File: src/rtl/irq_pkg.sv
package irq_pkg;

    localparam int SRC_N  = 6;
    localparam int TMR_N  = 2;
    localparam int EVT_N  = TMR_N + 2;
    localparam int REG_AW = 3;

    localparam int B_EXTLO = 0;
    localparam int B_EXTHI = 1;
    localparam int B_TMR0  = 2;
    localparam int B_MDM   = B_TMR0 + TMR_N;
    localparam int B_XFER  = B_MDM + 1;

    typedef enum logic [REG_AW-1:0] {
        RA_STAT    = 3'd0,
        RA_MASK    = 3'd1,
        RA_MSTAT   = 3'd2,
        RA_EOI_T0  = 3'd3,
        RA_EOI_T1  = 3'd4,
        RA_EOI_MDM = 3'd5,
        RA_XDATA   = 3'd6
    } reg_addr_e;

    typedef struct packed {
        logic              wr;
        logic              rd;
        logic [REG_AW-1:0] addr;
    } bus_cmd_t;

    // One bit per latched event source, the same layout for set and clear
    typedef struct packed {
        logic             xfer;
        logic             mdm;
        logic [TMR_N-1:0] tmr;
    } evt_t;

    function automatic logic [SRC_N-1:0] pack_status(logic lo_act, logic hi_act, evt_t lat);
        return {lat.xfer, lat.mdm, lat.tmr, hi_act, lo_act};
    endfunction

    function automatic logic hits(bus_cmd_t c, logic is_wr, reg_addr_e a);
        return (is_wr ? c.wr : c.rd) && (c.addr == a);
    endfunction

endpackage

File: src/rtl/irq_sync2.sv
module irq_sync2 #(
    parameter int           W       = 1,
    parameter int           STAGES  = 2,
    parameter logic [W-1:0] RST_VAL = '0
) (
    input  logic         clk,
    input  logic         rst,
    input  logic [W-1:0] d,
    output logic [W-1:0] q
);
    logic [W-1:0] st [STAGES];

    always_ff @(posedge clk) begin
        if (rst) begin
            for (int i = 0; i < STAGES; i++) st[i] <= RST_VAL;
        end else begin
            st[0] <= d;
            for (int i = 1; i < STAGES; i++) st[i] <= st[i-1];
        end
    end

    assign q = st[STAGES-1];
endmodule

File: src/rtl/irq_evt_latch.sv
module irq_evt_latch #(
    parameter int N = 4
) (
    input  logic         clk,
    input  logic         rst,
    input  logic [N-1:0] set_i,
    input  logic [N-1:0] clr_i,
    output logic [N-1:0] q_o
);
    logic [N-1:0] q;

    // Set dominates clear so a coincident event survives
    generate
        for (genvar b = 0; b < N; b++) begin : g_bit
            always_ff @(posedge clk) begin
                if (rst)           q[b] <= 1'b0;
                else if (set_i[b]) q[b] <= 1'b1;
                else if (clr_i[b]) q[b] <= 1'b0;
            end
        end
    endgenerate

    assign q_o = q;
endmodule

File: src/rtl/irq_regbus.sv
module irq_regbus
    import irq_pkg::*;
#(
    parameter int DATA_W = 8
) (
    input  logic              clk,
    input  logic              rst,
    input  bus_cmd_t          cmd_i,
    input  logic [DATA_W-1:0] wdata_i,
    input  logic [SRC_N-1:0]  status_i,
    input  logic [DATA_W-1:0] xdata_i,
    output logic [DATA_W-1:0] rdata_o,
    output evt_t              clr_o,
    output logic [SRC_N-1:0]  mask_o,
    output logic              irq_o
);
    logic [SRC_N-1:0] mask_q;
    logic [SRC_N-1:0] masked;

    always_ff @(posedge clk) begin
        if (rst)                          mask_q <= '0;
        else if (hits(cmd_i, 1'b1, RA_MASK)) mask_q <= wdata_i[SRC_N-1:0];
    end

    assign masked = status_i & mask_q;

    always_comb begin
        clr_o        = '0;
        clr_o.tmr[0] = hits(cmd_i, 1'b1, RA_EOI_T0);
        clr_o.tmr[1] = hits(cmd_i, 1'b1, RA_EOI_T1);
        clr_o.mdm    = hits(cmd_i, 1'b1, RA_EOI_MDM);
        clr_o.xfer   = hits(cmd_i, 1'b0, RA_XDATA);
    end

    always_comb begin
        rdata_o = '0;
        if (cmd_i.rd) begin
            case (cmd_i.addr)
                RA_STAT:  rdata_o = DATA_W'(status_i);
                RA_MASK:  rdata_o = DATA_W'(mask_q);
                RA_MSTAT: rdata_o = DATA_W'(masked);
                RA_XDATA: rdata_o = xdata_i;
                default:  rdata_o = '0;
            endcase
        end
    end

    assign mask_o = mask_q;
    assign irq_o  = |masked;
endmodule

File: src/rtl/irq_status_ctrl.sv
module irq_status_ctrl
    import irq_pkg::*;
#(
    parameter int DATA_W      = 8,
    parameter int SYNC_STAGES = 2
) (
    input  logic              clk,
    input  logic              rst,
    input  logic              ext_lo_n_i,
    input  logic              ext_hi_i,
    input  logic [TMR_N-1:0]  tmr_clk_i,
    input  logic [TMR_N-1:0]  tmr_uflow_i,
    input  logic              cts_i,
    input  logic              dsr_i,
    input  logic              xfer_done_i,
    input  logic [DATA_W-1:0] xfer_data_i,
    input  logic              bus_wr_i,
    input  logic              bus_rd_i,
    input  logic [REG_AW-1:0] bus_addr_i,
    input  logic [DATA_W-1:0] bus_wdata_i,
    output logic [DATA_W-1:0] bus_rdata_o,
    output logic              irq_o
);
    localparam int           ASYNC_W = 4 + 2 * TMR_N;
    localparam int           O_TCLK  = 2;
    localparam int           O_TUF   = O_TCLK + TMR_N;
    localparam int           O_MDM   = O_TUF + TMR_N;
    localparam logic [ASYNC_W-1:0] ASYNC_RST = ASYNC_W'(1);

    logic [ASYNC_W-1:0] async_raw, async_s;
    logic [TMR_N-1:0]   tclk_s, tuf_s, tclk_d;
    logic [1:0]         mdm_s, mdm_d;
    evt_t               ev_set, ev_clr, ev_lat;
    logic [SRC_N-1:0]   status;
    logic [SRC_N-1:0]   mask_q;
    bus_cmd_t           cmd;

    assign async_raw = {dsr_i, cts_i, tmr_uflow_i, tmr_clk_i, ext_hi_i, ext_lo_n_i};

    irq_sync2 #(
        .W       (ASYNC_W),
        .STAGES  (SYNC_STAGES),
        .RST_VAL (ASYNC_RST)
    ) sync_i (
        .clk (clk),
        .rst (rst),
        .d   (async_raw),
        .q   (async_s)
    );

    assign tclk_s = async_s[O_TCLK +: TMR_N];
    assign tuf_s  = async_s[O_TUF  +: TMR_N];
    assign mdm_s  = async_s[O_MDM  +: 2];

    always_ff @(posedge clk) begin
        if (rst) begin
            tclk_d <= '0;
            mdm_d  <= '0;
        end else begin
            tclk_d <= tclk_s;
            mdm_d  <= mdm_s;
        end
    end

    generate
        for (genvar t = 0; t < TMR_N; t++) begin : g_tmr
            assign ev_set.tmr[t] = tclk_d[t] & ~tclk_s[t] & tuf_s[t];
        end
    endgenerate

    assign ev_set.mdm  = |(mdm_d ^ mdm_s);
    assign ev_set.xfer = xfer_done_i;

    irq_evt_latch #(
        .N (EVT_N)
    ) latch_i (
        .clk   (clk),
        .rst   (rst),
        .set_i (ev_set),
        .clr_i (ev_clr),
        .q_o   (ev_lat)
    );

    assign status = pack_status(~async_s[0], async_s[1], ev_lat);

    assign cmd.wr   = bus_wr_i;
    assign cmd.rd   = bus_rd_i;
    assign cmd.addr = bus_addr_i;

    irq_regbus #(
        .DATA_W (DATA_W)
    ) regs_i (
        .clk      (clk),
        .rst      (rst),
        .cmd_i    (cmd),
        .wdata_i  (bus_wdata_i),
        .status_i (status),
        .xdata_i  (xfer_data_i),
        .rdata_o  (bus_rdata_o),
        .clr_o    (ev_clr),
        .mask_o   (mask_q),
        .irq_o    (irq_o)
    );
endmodule

File: config.mk
export PLATFORM = sky130hd
export DESIGN_NAME = irq_status_ctrl
export DESIGN_NICKNAME = d
export VERILOG_FILES = /design/src/rtl/irq_pkg.sv /design/src/rtl/irq_sync2.sv /design/src/rtl/irq_evt_latch.sv /design/src/rtl/irq_regbus.sv /design/src/rtl/irq_status_ctrl.sv
export SDC_FILE = /design/constraint.sdc
export NUM_CORES = 1
export LEC_CHECK = 0
export BUFFER_PORTS_ARGS = -buffer_cell sky130_fd_sc_hd__buf_2
export CORE_MARGIN = 5
export CORE_UTILIZATION = 49
export DETAILED_ROUTE_END_ITERATION = 12
export PLACE_DENSITY = 0.75
export SYNTH_ARGS = -nofsm -noshare
export SYNTH_HDL_FRONTEND = slang
export SYNTH_HIERARCHICAL = 1
export SYNTH_SLANG_ARGS = --single-unit
File: constraint.sdc
create_clock -name clk -period 1.45 [get_ports clk]
set_clock_uncertainty 0.1 [all_clocks]
set_input_delay 0.29 -clock clk [delete_from_list [all_inputs] [get_ports clk]]
set_output_delay 0.29 -clock clk [all_outputs]
set_load 0.03 [all_outputs]
## Yosys cells after proc, flatten, opt, wreduce, memory -nomap -nowiden

Memory sizes are Yosys's and may differ from the RTL's.
Cells that the tools add are included.

- Bits in registers: 14
- RAM bits: 16
- Memories: 1
- Output and inout bits: 9
- Word-level logic and storage cells: 52
- Input bits: 32

- Bitwise operators: 11
- Equal/unequal tests: 6
- Mux-type cells: 15
- Reduce and logical (&&, ||, !) cells: 12

Memories:

| name | words | bits a word | read ports | clocked after Yosys merged registers in | write ports | line | source |
|---|---|---|---|---|---|---|---|
| sync_i.st | 2 | 8 | 2 | 0 | 2 | irq_sync2.sv:11 | `logic [W-1:0] st [STAGES];` |

Operators with widths:

| operator | number |
|---|---|
| $pmux W8 S4 | 1 |
| $mux W8 | 3 |
| $mux W1 | 11 |
| $eq A3 B3 Y1 const B | 3 |
| $reduce_bool A2 Y1 | 4 |
| $and A6 B6 Y6 | 1 |
| $eq A3 B2 Y1 const B | 2 |
| $reduce_or A6 Y1 | 1 |
| $logic_and A1 B1 Y1 | 5 |
| $and A1 B1 Y1 | 4 |
| $eq A3 B1 Y1 const B | 1 |
| $logic_not A3 Y1 | 1 |
| $not A1 Y1 | 3 |
| $or A1 B1 Y1 | 2 |
| $reduce_or A2 Y1 | 1 |
| $xor A2 B2 Y2 | 1 |

## Logic depth before layout (Yosys ltp)

Gate-level depths: netlist (run 1).

- Depth in word-level cells: 4
- Depth in mapped cells: 5
- Depth with buffers taken out: 4

## Hierarchy

Netlist (run 1), hierarchy kept.

By module, submodules not included:

| module | times used | cells an instance | area each (µm²) | sequential area each (µm²) |
|---|---|---|---|---|
| irq_regbus | 1 | 70 | 540.5 | 120.1 |
| irq_sync2 | 1 | 41 | 498.0 | 320.3 |
| irq_status_ctrl | 1 | 16 | 145.1 | 80.1 |
| irq_evt_latch | 1 | 16 | 140.1 | 80.1 |

## Worst setup path before layout (run 1)

No wires, ideal clock.

- Kind: input to output
- Start point: input port bus_addr_i[2]
- End point: output port bus_rdata_o[0]
- Path buffers: 1
- Path slack: -0.241 ns
- Stages: 4
- Arrival time: 1.301 ns
- Required time: 1.060 ns
- Cell sequence: buf_6 -> nor2_1 -> a32oi_1 -> a21oi_1

- Longest elaborated chain between the ends: 3
- Elaborated cells between the ends (all ways): 6

Ends and longest elaborated chain:

| what | line | source |
|---|---|---|
| start: declaration | irq_status_ctrl.sv:19 | `input logic [REG_AW-1:0] bus_addr_i,` |
| $eq A3 B3 Y1, or another cell as far along | irq_regbus.sv:38 | `case (cmd_i.addr)` |
| $pmux W8 S4 (*) | irq_regbus.sv:38 |  |
| $mux W8 (*) | irq_regbus.sv:37 | `if (cmd_i.rd) begin` |
| end: declaration | irq_status_ctrl.sv:21 | `output logic [DATA_W-1:0] bus_rdata_o,` |

Mark *: on every way between the ends. The rest lies on a longest branch, timed or not.

## Final worst setup path (run 1)

- Start point: input port bus_addr_i[2]
- End point: output port bus_rdata_o[5]

The elaborated chain is that of the path after synthesis.

==> results.ini, run 1 <==
[status]
status = finished with violations
failing_checks = negative setup slack

[yosys]
synth_enable_flop_cells = 0
synth.top_cells.by_count = dfxtp_1, nor2b_1, nor2_1
flip_flop_and_latch_count_after_synthesis = 30
synth_top_cells_by_area = dfxtp_1, nor2b_1, and2b_1
synth_top_family_by_area = simple AND/OR/NAND/NOR gates
synth.area.mux_share_pct = 4.54
synth-seq-area-share_pct = 45.4
warning_count_from_the_yosys_run = 6
yosys.area.top_type_share_pct = 45.4
post_synth_inst_count = 143
netlist_area_mm2 = 0.00132
syn-mean-instance-area_um2 = 9.26
yosys_most_used_dff = dfxtp_1
post_synth_and_or_nand_nor_area_fraction_pct = 27.8
synth_cell_types = 23
synth.most_common_cell = dfxtp_1
synth_adder_area_share_pct = 0
parity_gate_share_of_the_synthesized_area_counting_xor_and_xnor_cells_pct = 1.32
async_flop_share_pct = 0
post-synth-top-area-cell = dfxtp_1
synth_compound_gate_area_share_pct = 11.7
synthesized_netlist_net_count = 175

[floorplan]
start_util_pct = 52.5
die_h_um = 62.0
design.portCount = 41
core_mm2 = 0.00252
die-width_um = 62.0
std_cell_rows = 18
die_area_mm2 = 0.00384

[finish]
fillers = 192
layout-drive-gt1-share_pct = 48.9
num_antenna_cells = 0
layout.nets = 215
area_delta_synth_final_pct = 38.2

[power]
comb_power_share_pct = 13.9
pwr-share-clk_pct = 29.2
max-vdd-ir-drop_v = 0.000735
seq_power_share_pct = 56.9
finalPower_uw = 1530
power.leakage_uw = 0.000753
internal_power_uw = 1180
cellPowerDensity_mw_per_mm2 = 835
switching_share_pct = 22.9
p_switching_uw = 350

[grt]
grt_pass1_vias = 926
grt_antenna_before_repair = 0
globalRoute.totalOverflow = 0
global_routing_usage_summed_across_all_routing_layers_pct = 14.0
largest_net_degree_at_the_start_of_global_routing = 31
grt_pass1_wl_mm = 3.91

[critical_path]
worstSetupEndpointType = output port
critical_path.cell_chain = buf_2 -> and3b_2 -> a32oi_1 -> a21oi_4 -> buf_6
timing.critical_path.from = bus_addr_i[2]
source_of_the_worst_register_to_register_timing_path = sync_i/st[0][14]$_SDFF_PP0_
critical_path.startpoint_type = primary input
worstPathArrival_ps = 1230
cp_data_required_time_ps = 1060
worstPathMaxFanout = 6
crit_path_top_delay_cell = and3b_2
delay_contributed_by_the_slowest_stage_of_the_critical_path_ps = 280
worstSetupPathType = in -> out

[placement]
globalplace.congestion = 0.789
place.port_buffers = 38
hpwl_mm = 1.84

[clock_tree]
clock-root-buffer = clkbuf_4
cts_tree = done
insertion_delay_ps = 300
h-tree-depth = 2
postCtsSetupRepairBufs = 0
path_clk_slew_ps = 70
cts_sinks = 30
cts-buffers-inserted = 5
cts.path.max_buffers = 2

[timing]
finalHoldViolCount = 0
whs_ps = 64.8
relSlewSlack_pct = 70.2
max_clock_freq_mhz = 616
final-max-slew-violation-count = 0
shortest_clock_period_the_worst_path_allows_after_layout_ps = 1620
period_share_pct = 112
grt_setup_unrepaired = yes
setup_violations = 9
worst_pin_slew_ps = 447
post_route_setup_slack_ps = -173

[detailed_routing]
wire_per_inst_um = 12.7
wirelength_mm = 2.69
drt-initial-drc-count = 40
remaining_drc_errors = 0
via_count = 1063
number_of_iterations_in_the_first_detailed_routing_pass = 4
antenna_left = 0
vias_per_cell = 5.01

[job]
max_cap_violations = 0

[worst_hold_path]
min_path_type = in -> reg
hold_path_startpoint = ext_lo_n_i

-- sequential cells by signal, indices dropped and copies added, names as in the netlist --
signal         flops
latch_i/q_o        4
mdm_d              2
regs_i/mask_o      6
sync_i/st         16
tclk_d             2
-- power by group through the flow --
stage,sequential (uW),combinational [uW],clock [uW]
after floorplan,884,118,0
after global placement,888,170,0
after detailed placement,889,175,0
after CTS,871,197,469
after global routing,873,231,506
final,869,212,445
-- through the flow --
step                util (%)  instance area (um2)  setup slack [ps]  cells  setup TNS (ps)
finish                  72.5                 1830              -173    212           -1030
floorplan                  -                 1410              34.4    143               0
detailed placement      62.8                 1590              -244    205           -1710
CTS                     69.8                 1760              -153    212            -944
global route            72.5                 1830              -209    212           -1390
global placement        62.8                 1590              -205    205           -1420
-- cells by family after synthesis --
kind of cell / count (synthesis)
buf+inv: 18
flops: 30
simple gates: 62
mux: 6
compound gates: 25
xor+xnor: 2
-- area by class of cell --
type	instances	area, um2	share of cell area [%]
Clock buffer	6	51.3	2.80
Inverter	5	18.8	1.03
Multi-Input combinational cell	96	812	44.4
Sequential cell	30	618	33.8
Tap cell	30	37.5	2.05
Timing Repair Buffer	45	292	15.9
-- metal layers --
metal	GRT usage, %	share of wire [%]	vias to the layer above
met2	25.0	53	33
met5	0	0	-
met3	4.55	7.6	0
li1	-	-	552
met4	5.15	0	0
met1	15.3	40	478
-- layout by cell type (no fill, tap or decap), types with 3 or more instances in the layout --
cell type	synthesis	final
buf_2	2	29
dfxtp_1	30	20
nor2b_1	21	13
nor2_1	11	9
buf_4	8	9
and2b_1	9	9
dfxtp_2	0	8
nor2b_4	0	8
buf_6	3	7
o21ai_2	0	6
a21oi_4	0	6
mux2i_1	6	6
nand2_1	5	5
inv_1	5	5
clkbuf_4	0	5
nand2b_1	5	4
a21oi_1	10	4
a32oi_1	6	4
a22oi_1	3	3
-- timing repair --
action                     4_1_cts  5_1_grt
hold buffers                     0        0
pin swaps                        2       12
setup endpoints to repair        9        9
gates resized for setup         48       15
gates cloned                     1        0
-- worst max-delay path, delay by kind of cell --
family	cells	cell delay, ps
AO/OA/AOI/OAI	2	360
buffers and inverters	2	290
AND/OR/NAND/NOR	1	280
-- path summary, 6_finish.rpt --
path,slack [ps],depth (start not counted),end
setup / recovery,-170,5,bus_rdata_o[5]
hold reg to reg,310,1,sync_i/st[0][8]$_SDFF_PP1_
hold / removal,60,2,sync_i/st[0][0]$_SDFF_PP1_
setup reg to reg,610,4,latch_i/q_o[2]$_SDFFE_PP0P_
(Power assumes the default switching activity.)
==> run 2: changes to the inputs <==
==> constraint.sdc (replaced) <==
create_clock -name clk -period 1.45 [get_ports clk]
set_clock_uncertainty 0.1 [all_clocks]
set_input_delay 0.145 -clock clk [delete_from_list [all_inputs] [get_ports clk]]
set_output_delay 0.145 -clock clk [all_outputs]
set_load 0.03 [all_outputs]
==> results.ini, run 2 (same netlist as run 1, synthesis figures left out) <==
[timing]
post_route_setup_slack_ps = -24.6  ; +148 ps
setup_violations = 3  ; -6
finalHoldViolCount = 0  ; unchanged
relSlewSlack_pct = 68.8  ; -1.4 points
max_clock_freq_mhz = 678  ; +10%
final-max-slew-violation-count = 0  ; unchanged
setup_total_negative_slack_ps = -31.0  ; +1000 ps
shortest_clock_period_the_worst_path_allows_after_layout_ps = 1470  ; -148 ps
grt_setup_unrepaired = yes
worst_pin_slew_ps = 468  ; +20.8 ps
period_share_pct = 102  ; -10 points

[placement]
place.port_buffers = 38  ; unchanged
globalplace.congestion = 0.813  ; +2.9%
detailedPlace.worstSlack_ps = 52.0  ; +296 ps
hpwl_mm = 1.70  ; -7.8%
postPlaceCellArea_mm2 = 0.00146  ; -8.2%

[finish]
layout-drive-gt1-share_pct = 35.2  ; -14 points
num_antenna_cells = 0  ; unchanged
post_route_utilization_pct = 70.2  ; -2.3 points
final_common_cell = buf_2
largest_register_ff_count = 16  ; unchanged
final_design_area_no_fill_mm2 = 0.00177  ; -3.2%
final_cell_mix = buf_2, dfxtp_1, nor2b_1, dlygate4sd3_1, nor2_1
area_delta_synth_final_pct = 33.7
regMostFlops = sync_i/st
layout.nets = 224  ; +4.2%

[detailed_routing]
wire_per_inst_um = 12.2  ; -3.5%
antenna_left = 0  ; unchanged
vias_per_cell = 4.97  ; -0.82%
wirelength_mm = 2.73  ; +1.5%
via_count = 1109  ; +4.3%
number_of_iterations_in_the_first_detailed_routing_pass = 2  ; -2
drt-initial-drc-count = 69  ; +73%
remaining_drc_errors = 0  ; unchanged

[floorplan]
die_h_um = 62.0  ; unchanged
start_util_pct = 52.5  ; unchanged
std_cell_rows = 18  ; unchanged
core_mm2 = 0.00252  ; unchanged
design.portCount = 41  ; unchanged
die-width_um = 62.0  ; unchanged
die_area_mm2 = 0.00384  ; unchanged

[job]
max_cap_violations = 0  ; unchanged

[clock_tree]
cts.path.max_buffers = 2  ; unchanged
insertion_delay_ps = 310  ; about the same
h-tree-depth = 2  ; unchanged
path_clk_slew_ps = 80  ; about the same
cts-buffers-inserted = 5  ; unchanged
cts_sinks = 30  ; unchanged
cts_tree = done
clock-root-buffer = clkbuf_4

[grt]
grt_pass1_vias = 995  ; +7.5%
globalRoute.totalOverflow = 0  ; unchanged
grt_antenna_before_repair = 0  ; unchanged
grt_pass1_wl_mm = 4.04  ; +3.3%
global_routing_usage_summed_across_all_routing_layers_pct = 14.6  ; +0.63 points
largest_net_degree_at_the_start_of_global_routing = 31  ; unchanged

[critical_path]
source_of_the_worst_register_to_register_timing_path = regs_i/mask_o[0]$_SDFFE_PP0P_
worstPathMaxFanout = 2  ; -4
r2r_slack_ps = 500  ; -110 ps
worstSetupPathType = reg -> out
worstSetupEndpointType = output port
worstPathArrival_ps = 1230  ; about the same
ff2ff_path_depth = 3  ; -1
critical_path.startpoint_type = flip-flop
critical_path.reg2reg.endpoint = regs_i/mask_o[0]$_SDFFE_PP0P_
cp_data_required_time_ps = 1210  ; +150 ps

[status]
status = finished with violations
failing_checks = negative setup slack

[power]
finalPower_uw = 1680  ; +10%
cellPowerDensity_mw_per_mm2 = 951  ; +14%
max-vdd-ir-drop_v = 0.000693  ; -5.6%
power.leakage_uw = 0.000763  ; +1.2%

[worst_hold_path]
holdPathStages = 3  ; +1
hold-path-endpoint = regs_i/mask_o[4]$_SDFFE_PP0P_
hold_path_startpoint = bus_wdata_i[4]
min_path_type = in -> reg

[run 2: changes by cell type in the layout (fill, tap and decap cells not counted), moves of 3 or more]
cell / before / now
dlygate4sd3_1: 0 / 14
nor2b_4: 8 / 2
a21oi_1: 4 / 8
a21oi_4: 6 / 0
nor2b_1: 13 / 17
buf_6: 7 / 3
o21ai_2: 6 / 3
[run 2: area by class of cell]
cell class,instances,area [um2]
clock inverters,1,30.0
flip-flops and latches,30,616
clock buffers,7,45.0
well taps,30,37.5
multi-input cells,95,642
inverters,5,18.8
fillers,174,752
repair buffers,55,382
[run 2: worst max path at each step]
stage	from	endpoint	slack, ps
finish	sync_i/st[0][8]$_SDFF_PP1_	bus_rdata_o[0]	-20
global placement	bus_addr_i[2]	bus_rdata_o[2]	90
global route	sync_i/st[0][8]$_SDFF_PP1_	bus_rdata_o[0]	-100
detailed placement	bus_addr_i[2]	bus_rdata_o[0]	50
floorplan	bus_addr_i[2]	bus_rdata_o[0]	50
CTS	regs_i/mask_o[2]$_SDFFE_PP0P_	bus_rdata_o[2]	-20
[run 2: metrics by stage]
| stage | instances | hold WS [ps] |
|---|---|---|
| finish | 223 | 36.2 |
| global route | 223 | 17.4 |
| CTS | 221 | 17.3 |
| detailed placement | 199 | 227 |
| global placement | 199 | 224 |
| floorplan | 143 | 114 |
[run 2: metal layers]
metal  vias to the layer above  routed length (um)  global-route usage [%]
met3                         6                 235                    7.02
li1                        565                   -                       -
met1                       497                1080                    15.0
met2                        41                1360                    24.9
met4                         0                  49                    6.97
met5                         -                   0                       0
[run 2: what timing repair did]
action | in CTS | in global routing
resized for setup | 14 | 25
pin swaps | 0 | 5
setup endpoints to repair | 6 | 7
buffers inserted | 0 | 2
hold buffers | 14 | 0
endpoints found under the hold margin | 14 | 0
[run 2: critical path, cell delays in order, from the launching register on]
cell     delay [ps]
dfxtp_2         320
inv_2            50
nor2b_4         140
o21ai_2          50
a21oi_1         160
buf_4           190
[run 2: where the power goes]
| group | leakage, uW | switching [uW] | internal, uW | total (uW) |
|---|---|---|---|---|
| Combinational | 0.000473 | 90.1 | 104 | 194 |
| Sequential | 0.000250 | 14.2 | 856 | 870 |
| Clock | 0.0000395 | 253 | 366 | 619 |
==> run 3: changes to the inputs <==
--- a/config.mk
+++ b/config.mk
@@ -7,9 +7,10 @@
 export LEC_CHECK = 0
 export BUFFER_PORTS_ARGS = -buffer_cell sky130_fd_sc_hd__buf_2
 export CORE_MARGIN = 5
-export CORE_UTILIZATION = 49
+export CORE_UTILIZATION = 52
+export CTS_BUF_LIST = sky130_fd_sc_hd__clkbuf_4
 export DETAILED_ROUTE_END_ITERATION = 12
-export PLACE_DENSITY = 0.75
+export PLACE_DENSITY = 0.79
 export SYNTH_ARGS = -nofsm -noshare
 export SYNTH_HDL_FRONTEND = slang
 export SYNTH_HIERARCHICAL = 1
==> results.ini, run 3 (same netlist as run 1, synthesis figures left out) <==
[finish]
seqCellArea_um2 = 614  ; -0.20%
num_antenna_cells = 0  ; unchanged
final_common_cell = buf_2
largest_register_ff_count = 16  ; unchanged
multiInputGateArea_um2 = 616  ; -4.1%
area_delta_synth_final_pct = 30.3
layout.nets = 226  ; +0.89%
count_of_placed_standard_cells_in_the_final_layout_fillers_left_out = 225  ; +0.90%
regMostFlops = sync_i/st
fillers = 198  ; +14%
final_cell_mix = buf_2, dfxtp_1, nor2b_1, dlygate4sd3_1, nor2_1
layout-drive-gt1-share_pct = 31.3  ; -4.0 points

[placement]
dpl.cell_count = 199  ; unchanged
hpwl_mm = 1.84  ; +8.2%
place.port_buffers = 38  ; unchanged
globalplace.congestion = 0.795  ; -2.2%

[critical_path]
timing.critical_path.max_delay_family = flip-flops
cp_data_required_time_ps = 1210  ; about the same
worstPathArrival_ps = 1280  ; +50 ps
critical_path.cell_chain = inv_2 -> nor2b_1 -> o21ai_1 -> a21oi_1 -> buf_4
worstPathMaxFanout = 2  ; unchanged
delay_contributed_by_the_slowest_stage_of_the_critical_path_ps = 330  ; about the same
timing.critical_path.buf_inv = 2  ; unchanged
worstSetupEndpointType = output port
critical_path.reg2reg.endpoint = regs_i/mask_o[3]$_SDFFE_PP0P_
source_of_the_worst_register_to_register_timing_path = regs_i/mask_o[3]$_SDFFE_PP0P_
crit_path_top_delay_cell = dfxtp_2
critical_path.startpoint_type = flip-flop
r2r_slack_ps = 590  ; +90 ps
ff2ff_path_depth = 3  ; unchanged
worstSetupPathType = reg -> out

[clock_tree]
insertion_delay_ps = 320  ; about the same
cts_tree = done
cts-buffers-inserted = 5  ; unchanged
cts_sinks = 30  ; unchanged
path_clk_slew_ps = 90  ; about the same
cts.path.max_buffers = 2  ; unchanged
clock-root-buffer = clkbuf_4
h-tree-depth = 2  ; unchanged

[floorplan]
die_h_um = 60.5  ; -2.5%
start_util_pct = 53.9  ; +1.4 points
design.portCount = 41  ; unchanged
std_cell_rows = 18  ; unchanged
die-width_um = 60.5  ; -2.5%
core_mm2 = 0.00245  ; -2.7%
die_area_mm2 = 0.00365  ; -4.8%

[power]
p_switching_uw = 383  ; +7.1%
finalPower_uw = 1520  ; -9.6%
comb_power_share_pct = 12.5  ; +1.0 points
power.leakage_uw = 0.000757  ; -0.79%
switching_share_pct = 25.1  ; +3.9 points
pwr-share-clk_pct = 30.2  ; -6.6 points
cellPowerDensity_mw_per_mm2 = 882  ; -7.2%
internal_power_uw = 1140  ; -14%
max-vdd-ir-drop_v = 0.000940  ; +36%
seq_power_share_pct = 57.2  ; +5.5 points

[job]
max_cap_violations = 0  ; unchanged

[grt]
grt_antenna_before_repair = 0  ; unchanged
grt_pass1_wl_mm = 4.24  ; +4.9%
grt_pass1_vias = 1045  ; +5.0%
largest_net_degree_at_the_start_of_global_routing = 31  ; unchanged
globalRoute.totalOverflow = 0  ; unchanged
global_routing_usage_summed_across_all_routing_layers_pct = 16.0  ; +1.4 points

[worst_hold_path]
min_path_type = in -> reg
hold_path_startpoint = bus_rd_i
hold-path-endpoint = latch_i/q_o[3]$_SDFFE_PP0P_
holdPathStages = 4  ; +1

[timing]
period_share_pct = 105  ; +3.7 points
setup_total_negative_slack_ps = -229  ; -198 ps
relSlewSlack_pct = 68.4  ; -0.40 points
grt_setup_unrepaired = yes
post_route_setup_slack_ps = -78.7  ; -54.0 ps
final-max-slew-violation-count = 0  ; unchanged
finalHoldViolCount = 0  ; unchanged
worst_pin_slew_ps = 474  ; +6.00 ps
max_clock_freq_mhz = 654  ; -3.5%
setup_violations = 6  ; +3
shortest_clock_period_the_worst_path_allows_after_layout_ps = 1530  ; +54.0 ps

[detailed_routing]
wire_per_inst_um = 12.8  ; +4.6%
antenna_left = 0  ; unchanged
wirelength_mm = 2.88  ; +5.5%
vias_per_cell = 5.09  ; +2.4%
drt-initial-drc-count = 101  ; +46%
via_count = 1146  ; +3.3%
remaining_drc_errors = 0  ; unchanged
number_of_iterations_in_the_first_detailed_routing_pass = 5  ; +3

[status]
failing_checks = negative setup slack
status = finished with violations

==> run 3: worst reg2reg max path, delay by kind of cell, from the launching register on <==
family                 cells  cell delay (ps)
DFF                        1              350
buffers and inverters      1              130
muxes                      1              120
and+or+nand+nor            1               50
==> run 3: power by group through the flow <==
| stage | sequential, uW | combinational (uW) | clock, uW |
|---|---|---|---|
| global placement | 888 | 140 | 0 |
| global route | 875 | 206 | 541 |
| floorplan | 884 | 102 | 0 |
| CTS | 872 | 182 | 478 |
| detailed placement | 890 | 148 | 0 |
| finish | 871 | 191 | 460 |
==> run 3: how the worst max path moves through the flow <==
stage	from	slack, ps	endpoint	cells after the start
floorplan	bus_addr_i[2]	50	bus_rdata_o[0]	4
global placement	bus_addr_i[2]	100	bus_rdata_o[3]	5
detailed placement	bus_addr_i[2]	-6	bus_rdata_o[5]	5
CTS	regs_i/mask_o[3]$_SDFFE_PP0P_	-30	bus_rdata_o[3]	4
global route	sync_i/st[0][8]$_SDFF_PP1_	-180	bus_rdata_o[0]	5
finish	sync_i/st[0][8]$_SDFF_PP1_	-80	bus_rdata_o[0]	5
==> run 3: area by class of cell <==
cell class	count	share of cell area (%)
clock inverter	3	0.943
multi-input combinational	95	35.7
tap	30	2.18
clock buffer	5	2.18
sequential	30	35.6
timing repair buffer	57	22.3
inverter	5	1.09
==> run 3: repair_timing <==
| action | 4_1_cts | 5_1_grt |
|---|---|---|
| setup endpoints to repair | 6 | 7 |
| hold buffers | 15 | 0 |
| pin swaps | 0 | 4 |
| resized for setup | 17 | 8 |
| hold endpoints to repair | 15 | 0 |
| buffers inserted | 0 | 3 |
| cloned | 0 | 0 |
==> run 3: stage by stage <==
| step | setup WS, ps | hold WS [ps] | utilization (%) | instance area, um2 |
|---|---|---|---|---|
| after floorplan | 48.8 | 114 | - | 1320 |
| after global placement | 103 | 221 | 59.3 | 1460 |
| after detailed placement | -5.67 | 230 | 59.3 | 1460 |
| after CTS | -26.8 | 135 | 68.6 | 1680 |
| after global routing | -180 | 127 | 70.3 | 1730 |
| final | -78.7 | 149 | 70.3 | 1730 |
==> run 3: layer usage <==
metal | vias to the layer above | GRT usage (%) | wire length, um
met5 | - | 0 | 0
met4 | 0 | 6.81 | 41
met3 | 5 | 7.87 | 283
met2 | 52 | 27.6 | 1370
met1 | 518 | 16.6 | 1180
li1 | 571 | - | -
